$ cat src/rtl/ldu_pkg.sv
package ldu_pkg;
  localparam int OP_W = 6;
  localparam logic [OP_W-1:0] OP_REG   = 6'h00;
  localparam logic [OP_W-1:0] OP_LOAD  = 6'h23;
  localparam logic [OP_W-1:0] OP_STORE = 6'h2b;

  typedef struct packed {
    logic mem_read;
    logic mem_write;
    logic reg_write;
  } ctl_t;

  localparam ctl_t CTL_NONE = '{mem_read: 1'b0, mem_write: 1'b0, reg_write: 1'b0};
endpackage

$ cat src/rtl/ldu_decode.sv
module ldu_decode
  import ldu_pkg::*;
#(
  parameter int RA_W = 5
) (
  input  logic [OP_W-1:0] opcode,
  input  logic [RA_W-1:0] fld_rt,
  input  logic [RA_W-1:0] fld_rd,
  output ctl_t            ctl_o,
  output logic [RA_W-1:0] dest_o
);
  always_comb begin
    ctl_o  = CTL_NONE;
    dest_o = '0;
    unique case (opcode)
      OP_LOAD: begin
        ctl_o.mem_read  = 1'b1;
        ctl_o.reg_write = 1'b1;
        dest_o          = fld_rt;
      end
      OP_STORE: begin
        ctl_o.mem_write = 1'b1;
      end
      OP_REG: begin
        ctl_o.reg_write = 1'b1;
        dest_o          = fld_rd;
      end
      default: begin
        ctl_o  = CTL_NONE;
        dest_o = '0;
      end
    endcase
  end
endmodule

$ cat src/rtl/ldu_detect.sv
module ldu_detect #(
  parameter int RA_W = 5,
  parameter int NSRC = 2
) (
  input  logic                      ex_mem_read,
  input  logic [RA_W-1:0]           ex_rt,
  input  logic [NSRC-1:0][RA_W-1:0] src_regs,
  output logic                      stall_o
);
  logic [NSRC-1:0] hit;

  genvar g;
  generate
    for (g = 0; g < NSRC; g++) begin : g_cmp
      assign hit[g] = (src_regs[g] == ex_rt);
    end
  endgenerate

  assign stall_o = ex_mem_read && (ex_rt != '0) && (|hit);
endmodule

$ cat src/rtl/ldu_pipe_regs.sv
module ldu_pipe_regs
  import ldu_pkg::*;
#(
  parameter int XLEN = 32,
  parameter int PC_W = 16,
  parameter int RA_W = 5
) (
  input  logic            clk,
  input  logic            rst_n,
  input  logic            pc_en,
  input  logic            ifid_en,
  input  logic            bubble,
  input  logic [XLEN-1:0] fetch_word,
  input  ctl_t            dec_ctl,
  input  logic [RA_W-1:0] dec_rt,
  input  logic [RA_W-1:0] dec_dest,
  output logic [PC_W-1:0] pc_q,
  output logic [XLEN-1:0] ifid_q,
  output ctl_t            idex_ctl_q,
  output logic [RA_W-1:0] idex_rt_q,
  output logic [RA_W-1:0] idex_dest_q
);
  localparam int INSN_BYTES = XLEN / 8;

  logic [PC_W-1:0] pc_d;
  logic [XLEN-1:0] ifid_d;
  ctl_t            idex_ctl_d;

  always_comb begin
    pc_d       = pc_en ? pc_q + PC_W'(INSN_BYTES) : pc_q;
    ifid_d     = ifid_en ? fetch_word : ifid_q;
    idex_ctl_d = bubble ? CTL_NONE : dec_ctl;
  end

  always_ff @(posedge clk or negedge rst_n) begin
    if (!rst_n) begin
      pc_q        <= '0;
      ifid_q      <= '0;
      idex_ctl_q  <= CTL_NONE;
      idex_rt_q   <= '0;
      idex_dest_q <= '0;
    end else begin
      pc_q        <= pc_d;
      ifid_q      <= ifid_d;
      idex_ctl_q  <= idex_ctl_d;
      idex_rt_q   <= dec_rt;
      idex_dest_q <= dec_dest;
    end
  end
endmodule

$ cat src/rtl/ldu_hazard_top.sv
module ldu_hazard_top
  import ldu_pkg::*;
#(
  parameter int XLEN = 32,
  parameter int PC_W = 16,
  parameter int RA_W = 5
) (
  input  logic            clk,
  input  logic            rst_n,
  input  logic [XLEN-1:0] imem_instr,
  output logic [PC_W-1:0] pc_out,
  output logic            pc_we,
  output logic            ifid_we,
  output logic            ctrl_zero,
  output logic [XLEN-1:0] ifid_instr,
  output logic            idex_mem_read,
  output logic            idex_mem_write,
  output logic            idex_reg_write,
  output logic [RA_W-1:0] idex_rt,
  output logic [RA_W-1:0] idex_dest
);
  localparam int OP_LSB = XLEN - OP_W;
  localparam int RS_LSB = OP_LSB - RA_W;
  localparam int RT_LSB = RS_LSB - RA_W;
  localparam int RD_LSB = RT_LSB - RA_W;
  localparam int NSRC   = 2;

  logic [OP_W-1:0]           id_op;
  logic [RA_W-1:0]           id_rs, id_rt, id_rd, dec_dest;
  logic [NSRC-1:0][RA_W-1:0] id_srcs;
  ctl_t                      dec_ctl, idex_ctl;
  logic                      hazard;

  assign id_op   = ifid_instr[OP_LSB +: OP_W];
  assign id_rs   = ifid_instr[RS_LSB +: RA_W];
  assign id_rt   = ifid_instr[RT_LSB +: RA_W];
  assign id_rd   = ifid_instr[RD_LSB +: RA_W];
  assign id_srcs = {id_rt, id_rs};

  ldu_decode #(.RA_W(RA_W)) u_dec (
    .opcode (id_op),
    .fld_rt (id_rt),
    .fld_rd (id_rd),
    .ctl_o  (dec_ctl),
    .dest_o (dec_dest)
  );

  ldu_detect #(.RA_W(RA_W), .NSRC(NSRC)) u_det (
    .ex_mem_read (idex_ctl.mem_read),
    .ex_rt       (idex_rt),
    .src_regs    (id_srcs),
    .stall_o     (hazard)
  );

  assign pc_we     = !hazard;
  assign ifid_we   = !hazard;
  assign ctrl_zero = hazard;

  ldu_pipe_regs #(.XLEN(XLEN), .PC_W(PC_W), .RA_W(RA_W)) u_regs (
    .clk         (clk),
    .rst_n       (rst_n),
    .pc_en       (pc_we),
    .ifid_en     (ifid_we),
    .bubble      (ctrl_zero),
    .fetch_word  (imem_instr),
    .dec_ctl     (dec_ctl),
    .dec_rt      (id_rt),
    .dec_dest    (dec_dest),
    .pc_q        (pc_out),
    .ifid_q      (ifid_instr),
    .idex_ctl_q  (idex_ctl),
    .idex_rt_q   (idex_rt),
    .idex_dest_q (idex_dest)
  );

  assign idex_mem_read  = idex_ctl.mem_read;
  assign idex_mem_write = idex_ctl.mem_write;
  assign idex_reg_write = idex_ctl.reg_write;
endmodule

$ cat config.mk
export PLATFORM = sky130hd
export DESIGN_NAME = ldu_hazard_top
export DESIGN_NICKNAME = d
export VERILOG_FILES = /design/src/rtl/ldu_pkg.sv /design/src/rtl/ldu_decode.sv /design/src/rtl/ldu_detect.sv /design/src/rtl/ldu_pipe_regs.sv /design/src/rtl/ldu_hazard_top.sv
export SDC_FILE = /design/constraint.sdc
export NUM_CORES = 1
export LEC_CHECK = 0
export CAP_MARGIN = 30
export CORE_ASPECT_RATIO = 0.5
export CORE_MARGIN = 4
export CORE_UTILIZATION = 40
export CTS_BUF_LIST = sky130_fd_sc_hd__clkbuf_8
export CTS_CLUSTER_SIZE = 40
export DETAILED_ROUTE_END_ITERATION = 12
export GPL_TIMING_DRIVEN = 0
export PLACE_DENSITY_LB_ADDON = 0.1
export REMOVE_ABC_BUFFERS = 1
export SYNTH_ARGS = -nofsm -noshare
export SYNTH_HDL_FRONTEND = slang
export SYNTH_HIERARCHICAL = 1
export SYNTH_SLANG_ARGS = --single-unit
$ cat constraint.sdc
create_clock -name clk -period 2.1 [get_ports clk]
set_input_delay 0.315 -clock clk [delete_from_list [all_inputs] [get_ports clk]]
set_output_delay 0.315 -clock clk [all_outputs]
set_load 0.05 [all_outputs]
# Yosys cells after proc, flatten, opt, wreduce, memory -nomap -nowiden
# Cells that the tools add are included.
# classes
multipliers	0
n_div	0
n_reduce_logical	7
muxes	5
n_bitwise	0
addsub	1
eq_ne	4
order_cmp	0
shift	0
# op_table
operator	count
$add 16x3->16 const B	1
$eq 6x6->1 const B	2
$eq 5x5->1	2
$pmux 5 s2	1
$logic_not 6->1	1
$reduce_bool 5->1	1
$reduce_or 2->1	2
$mux 1	3
$mux 3	1
$logic_and 1x1->1	2
$logic_not 1->1	1
# totals
latch_bits	0
ramBits	0
romBits	0
n_memories	0
wordCells	24
in_bits	34
register_bits	61
out_inout_bits	64

# Logic depth before layout (Yosys ltp)
# depth
word_depth	4
ltp_mapped	8
mapped_depth_nobuf	8

# Cells and area by module
# Netlist, hierarchy kept.
# by_module_without_submodules
module	instances	cells_each	area_per_inst_um2	seq_area_each_um2
ldu_pipe_regs	1	138	2189.6	1476.4
ldu_detect	1	17	125.1	0.0
ldu_decode	1	13	112.6	0.0
ldu_hazard_top	1	2	11.3	0.0

# Least setup slack after synthesis
# OpenSTA, ideal clock, no wires.
# synth_timing
kind	flip-flop to flip-flop
from	register u_regs.idex_rt_q[0]
to	register u_regs.ifid_q[4]
arrival_ns	3.460
setup_slack_ns	-1.488
setup_ns	0.128
required_time_ns	1.972
n_path_buf	2
period_less_slack_ns	3.588
path_stages_with_launch	9
cell_sequence	dfrtp_1 xor2_1 nor3_1 nand3_1 a21oi_1 inv_1 clkbuf_1 buf_2 mux2_1
# synth_between
elab_chain_cells	3
elab_cells_between_ends	6
classes_between	2 x eq/ne; 4 x reduce/logical
# synth_lines
element	line_no	rtl
from (decl)	ldu_pipe_regs.sv:20	output logic [RA_W-1:0] idex_rt_q,
from (signal assigned)	ldu_pipe_regs.sv:46	idex_rt_q <= dec_rt;
$eq 5x5->1 / $reduce_bool 5->1 (equally long branches)	ldu_detect.sv:15, ldu_detect.sv:19	
$reduce_or 2->1 / $logic_and 1x1->1 (equally long branches)	ldu_detect.sv:19	assign stall_o = ex_mem_read && (ex_rt != '0) && (|hit);
$logic_and 1x1->1 (*)	ldu_detect.sv:19	
net ctrl_zero	ldu_hazard_top.sv:14	output logic ctrl_zero,
to (signal assigned)	ldu_pipe_regs.sv:44	ifid_q <= ifid_d;
to (decl)	ldu_pipe_regs.sv:18	output logic [XLEN-1:0] ifid_q,
# The timed path passes the listed nets; every way through them passes the cells marked *.
# A chain may end at the register's enable or synchronous reset.

# Worst setup path after layout
# layout_timing
from	register u_regs.idex_rt_q[3]
to	output pc_we
# layout_between
elab_chain_cells	4
elab_cells_between_ends	7
classes_between	2 x eq/ne; 5 x reduce/logical
# layout_lines
element	line_no	rtl
$eq 5x5->1 / $reduce_bool 5->1 (equally long branches)	ldu_detect.sv:15, ldu_detect.sv:19	
$reduce_or 2->1 / $logic_and 1x1->1 (equally long branches)	ldu_detect.sv:19	
$logic_and 1x1->1 (*)	ldu_detect.sv:19	
$logic_not 1->1 (*)	ldu_hazard_top.sv:55	assign pc_we = !hazard;
to (decl)	ldu_hazard_top.sv:12	output logic pc_we,
# Every way passes the cells marked *; elsewhere a longest branch is shown, timed or not.

==> qor.yml <==
outcome:
  outcome: "complete, but fails checks"
  violations: "setup timing"
detailed_routing:
  totalWireLength_mm: 6.134
  antenna_left: 0
  detail_route.iter0.violations: 57
  via_count: 1773
  viasPerCell: 4.858
  wire_per_inst_um: 16.81
  drtPass1Iterations: 4
  detail_route.drc_violations: 0
layout:
  finish.cell_count_without_fillers: 365
  layout_common_cells: "sky130_fd_sc_hd__clkdlybuf4s50_1, sky130_fd_sc_hd__dfrtp_1, sky130_fd_sc_hd__mux2_2"
  diodes: 0
  layout_commonest_cell: "sky130_fd_sc_hd__clkdlybuf4s50_1"
  nets: 322
  area.growth.synth_to_final_pct: 61.93
  post_route_cells_drive_above_1_share_pct: 30.48
pwr:
  overall_power_of_the_completed_layout_w: 0.003387
  cellPowerDensity_nw_per_um2: 857.8
  total_leakage_power_nw: 1.728
  power.ir.vdd_worst_uv: 614.5
synthesis:
  cell_taking_the_most_area_after_synthesis: "sky130_fd_sc_hd__dfrtp_1"
  synth_seq_cells: 59
  ys_types: 29
  synth-edff-count: 0
  synth_top_cells_by_area: "sky130_fd_sc_hd__dfrtp_1, sky130_fd_sc_hd__mux2_2, sky130_fd_sc_hd__xor2_1, sky130_fd_sc_hd__xnor2_1, sky130_fd_sc_hd__a22o_2"
  mappedNetlistArea_um2: 2439
  post-synth-top-area-fraction_pct: 60.54
  async_flop_share_pct: 100.0
  synthFlopType: "sky130_fd_sc_hd__dfrtp_1"
  synth.avg_cell_area_um2: 14.34
  netlist_instances: 170
  ys_warn_count: 6
  synth.yosys.seq_area_share_pct: 60.54
clocking:
  cts_tree: "built"
  clock_tree.buffer_depth: 2
  cts.root.buffer_cell: "sky130_fd_sc_hd__clkbuf_8"
  clock_sinks: 59
  cts_htree_levels: 3
  cts_inserted_buffers: 9
  clk_pin_slew_worst_paths_ns: 0.06
  clock_insertion_delay_worst_skew_ns: 0.34
placement:
  routabilityCongestion: 0.6957
  post-place-cells: 333
  placement.setup.worst_slack_ns: -1.078
  dp.final_hpwl_mm: 3.939
  placement.io_buffers: 95
global_routing:
  grt_use_total_pct: 17.55
  globalRoute.totalOverflow: 0
  first_pass_grt_wire_length_mm: 10.09
  grt_pass1_vias: 1933
  pin_count_of_the_biggest_net_entering_global_routing: 41
  antenna_found_initial: 0
setup_path:
  crit_fanout: 5
  setup.worst_path.end_class: "primary output"
  path_class: "reg2out"
  worst_ep_arrival_time_ns: 1.89
  crit_path_start_kind: "flip-flop"
  worstPathBufferInverterCount: 2
  path_cells: "or4_4 -> o21ai_4 -> a21oi_4 -> bufinv_16 -> buf_12"
  crit_required_ns: 1.78
  family_with_the_most_delay_on_the_worst_path: "simple AND/OR/NAND/NOR gates"
  worst_path_largest_cell_delay_ns: 0.55
  critical-path-slowest-cell: "sky130_fd_sc_hd__or4_4"
timing:
  timing.final.setup_violations: 6
  final.period_utilization_pct: 105.2
  worst_pin_slew_ns: 0.5356
  rsz_0062_raised_after_global_routing: "yes"
  timing.final.ws_setup_ns: -0.1098
  final.min_clock_period_ns: 2.210
  final_hold_violating_endpoints: 0
  fin_tns_setup_ns: -0.3555
  finalClockSkew_ns: 0.005731
  max-slew-margin-rel_pct: 64.18
  drv_slew: 0
  upper_clock_frequency_limit_mhz: 452.5
die:
  die_x_um: 118.4
  design.die.area_um2: 7485
  die-height_um: 63.21
  fp.coreArea_um2: 5682
  floorplan.initialDensity_pct: 42.92
  io_pins: 98
  placementRows: 19
flow_run:
  maxCapViolations: 0
worst_hold_path:
  hold_class: "in2async"
-- kinds of logic after synthesis --
group	count (synthesis)	share of synthesized area, %
other cells	1	0.1538
fa+ha+maj	1	0.5130
flops	59	60.54
mux	33	15.24
buf+inv	10	2.155
xor+xnor	23	8.261
compound gates	7	2.462
simple gates	36	10.67
-- worst register-to-register path, delay by kind of cell, from the launching register on --
family	cells	cell delay [ns]
AO/OA/AOI/OAI	2	0.21
XOR/XNOR	1	0.18
buffers and inverters	2	0.34
flip-flops	1	0.44
AND/OR/NAND/NOR	3	0.93
-- flip-flops by register name, summed over array words and instances, names as in the netlist --
name,count
u_regs/pc_q,14
u_regs/idex_rt_q,5
u_regs/idex_dest_q,5
u_regs/ifid_q,32
u_regs/idex_ctl_q,3
-- through the flow --
step                hold slack (ns)  instance area (um^2)  util, %
global placement             0.4542                  3443    60.60
floorplan                   0.01941                  2401        -
CTS                          0.4714                  3866    68.05
global route                 0.5021                  3949    69.50
detailed placement           0.3087                  3458    60.87
finish                       0.4696                  3949    69.50
-- path summary, 6_finish.rpt --
check,start,endpoint,slack (ns),cells past startpoint
max,u_regs/idex_rt_q[3],pc_we,-0.11,5
max in group asynchronous,rst_n,u_regs/idex_rt_q[4],1.03,3
min in group clk,u_regs/pc_q[15],u_regs/pc_q[15],0.47,1
min,rst_n,u_regs/pc_q[15],0.47,2
max reg2reg,u_regs/idex_rt_q[3],u_regs/pc_q[14],-0.07,8
min reg2reg,u_regs/pc_q[15],u_regs/pc_q[15],0.47,1
-- routing by layer --
| layer | vias up | global-route usage [%] | share of wire [%] |
|---|---|---|---|
| met4 | 0 | 4.762 | 0.99 |
| met2 | 57 | 29.14 | 48 |
| met3 | 7 | 9.383 | 9.7 |
| li1 | 830 | - | - |
| met5 | - | 0 | 0 |
| met1 | 879 | 19.97 | 41 |
-- report_power, final --
group | internal [W] | switching (W) | total, W
Combinational | 0.000443 | 0.000657 | 0.00110
Sequential | 0.00124 | 0.000143 | 0.00139
Clock | 0.000475 | 0.000426 | 0.000901
Total | 0.00216 | 0.00123 | 0.00339
-- final cells by class --
| cell class | count | area [um^2] |
|---|---|---|
| timing repair inverter | 3 | 41.29 |
| clock inverter | 5 | 21.27 |
| tap | 73 | 91.34 |
| multi-input combinational | 102 | 1020 |
| timing repair buffer | 109 | 1107 |
| clock buffer | 11 | 151.4 |
| sequential | 59 | 1479 |
| inverter | 3 | 37.54 |
| fill | 409 | 1733 |
-- what timing repair did --
action / CTS / global route
cloned: 3 / 0
pin swaps: 12 / 10
endpoints found under the setup margin: 49 / 28
endpoints found under the hold margin: 19 / 0
gates resized for setup: 44 / 12
hold buffers: 1 / 0
buffers inserted: 8 / 6
-- synth_stat cells (2+ instances only) --
cell type / number
sky130_fd_sc_hd__a22o_2: 5
sky130_fd_sc_hd__buf_2: 3
sky130_fd_sc_hd__buf_4: 3
sky130_fd_sc_hd__dfrtp_1: 59
sky130_fd_sc_hd__inv_1: 3
sky130_fd_sc_hd__mux2_1: 2
sky130_fd_sc_hd__mux2_2: 31
sky130_fd_sc_hd__nand2_1: 6
sky130_fd_sc_hd__nand3_1: 4
sky130_fd_sc_hd__nand4_1: 2
sky130_fd_sc_hd__nor2_1: 2
sky130_fd_sc_hd__nor2b_1: 3
sky130_fd_sc_hd__nor3_1: 7
sky130_fd_sc_hd__nor4_2: 3
sky130_fd_sc_hd__or4_1: 2
sky130_fd_sc_hd__xnor2_1: 9
sky130_fd_sc_hd__xor2_1: 14
Note: power is estimated with default switching activity, not from simulation.
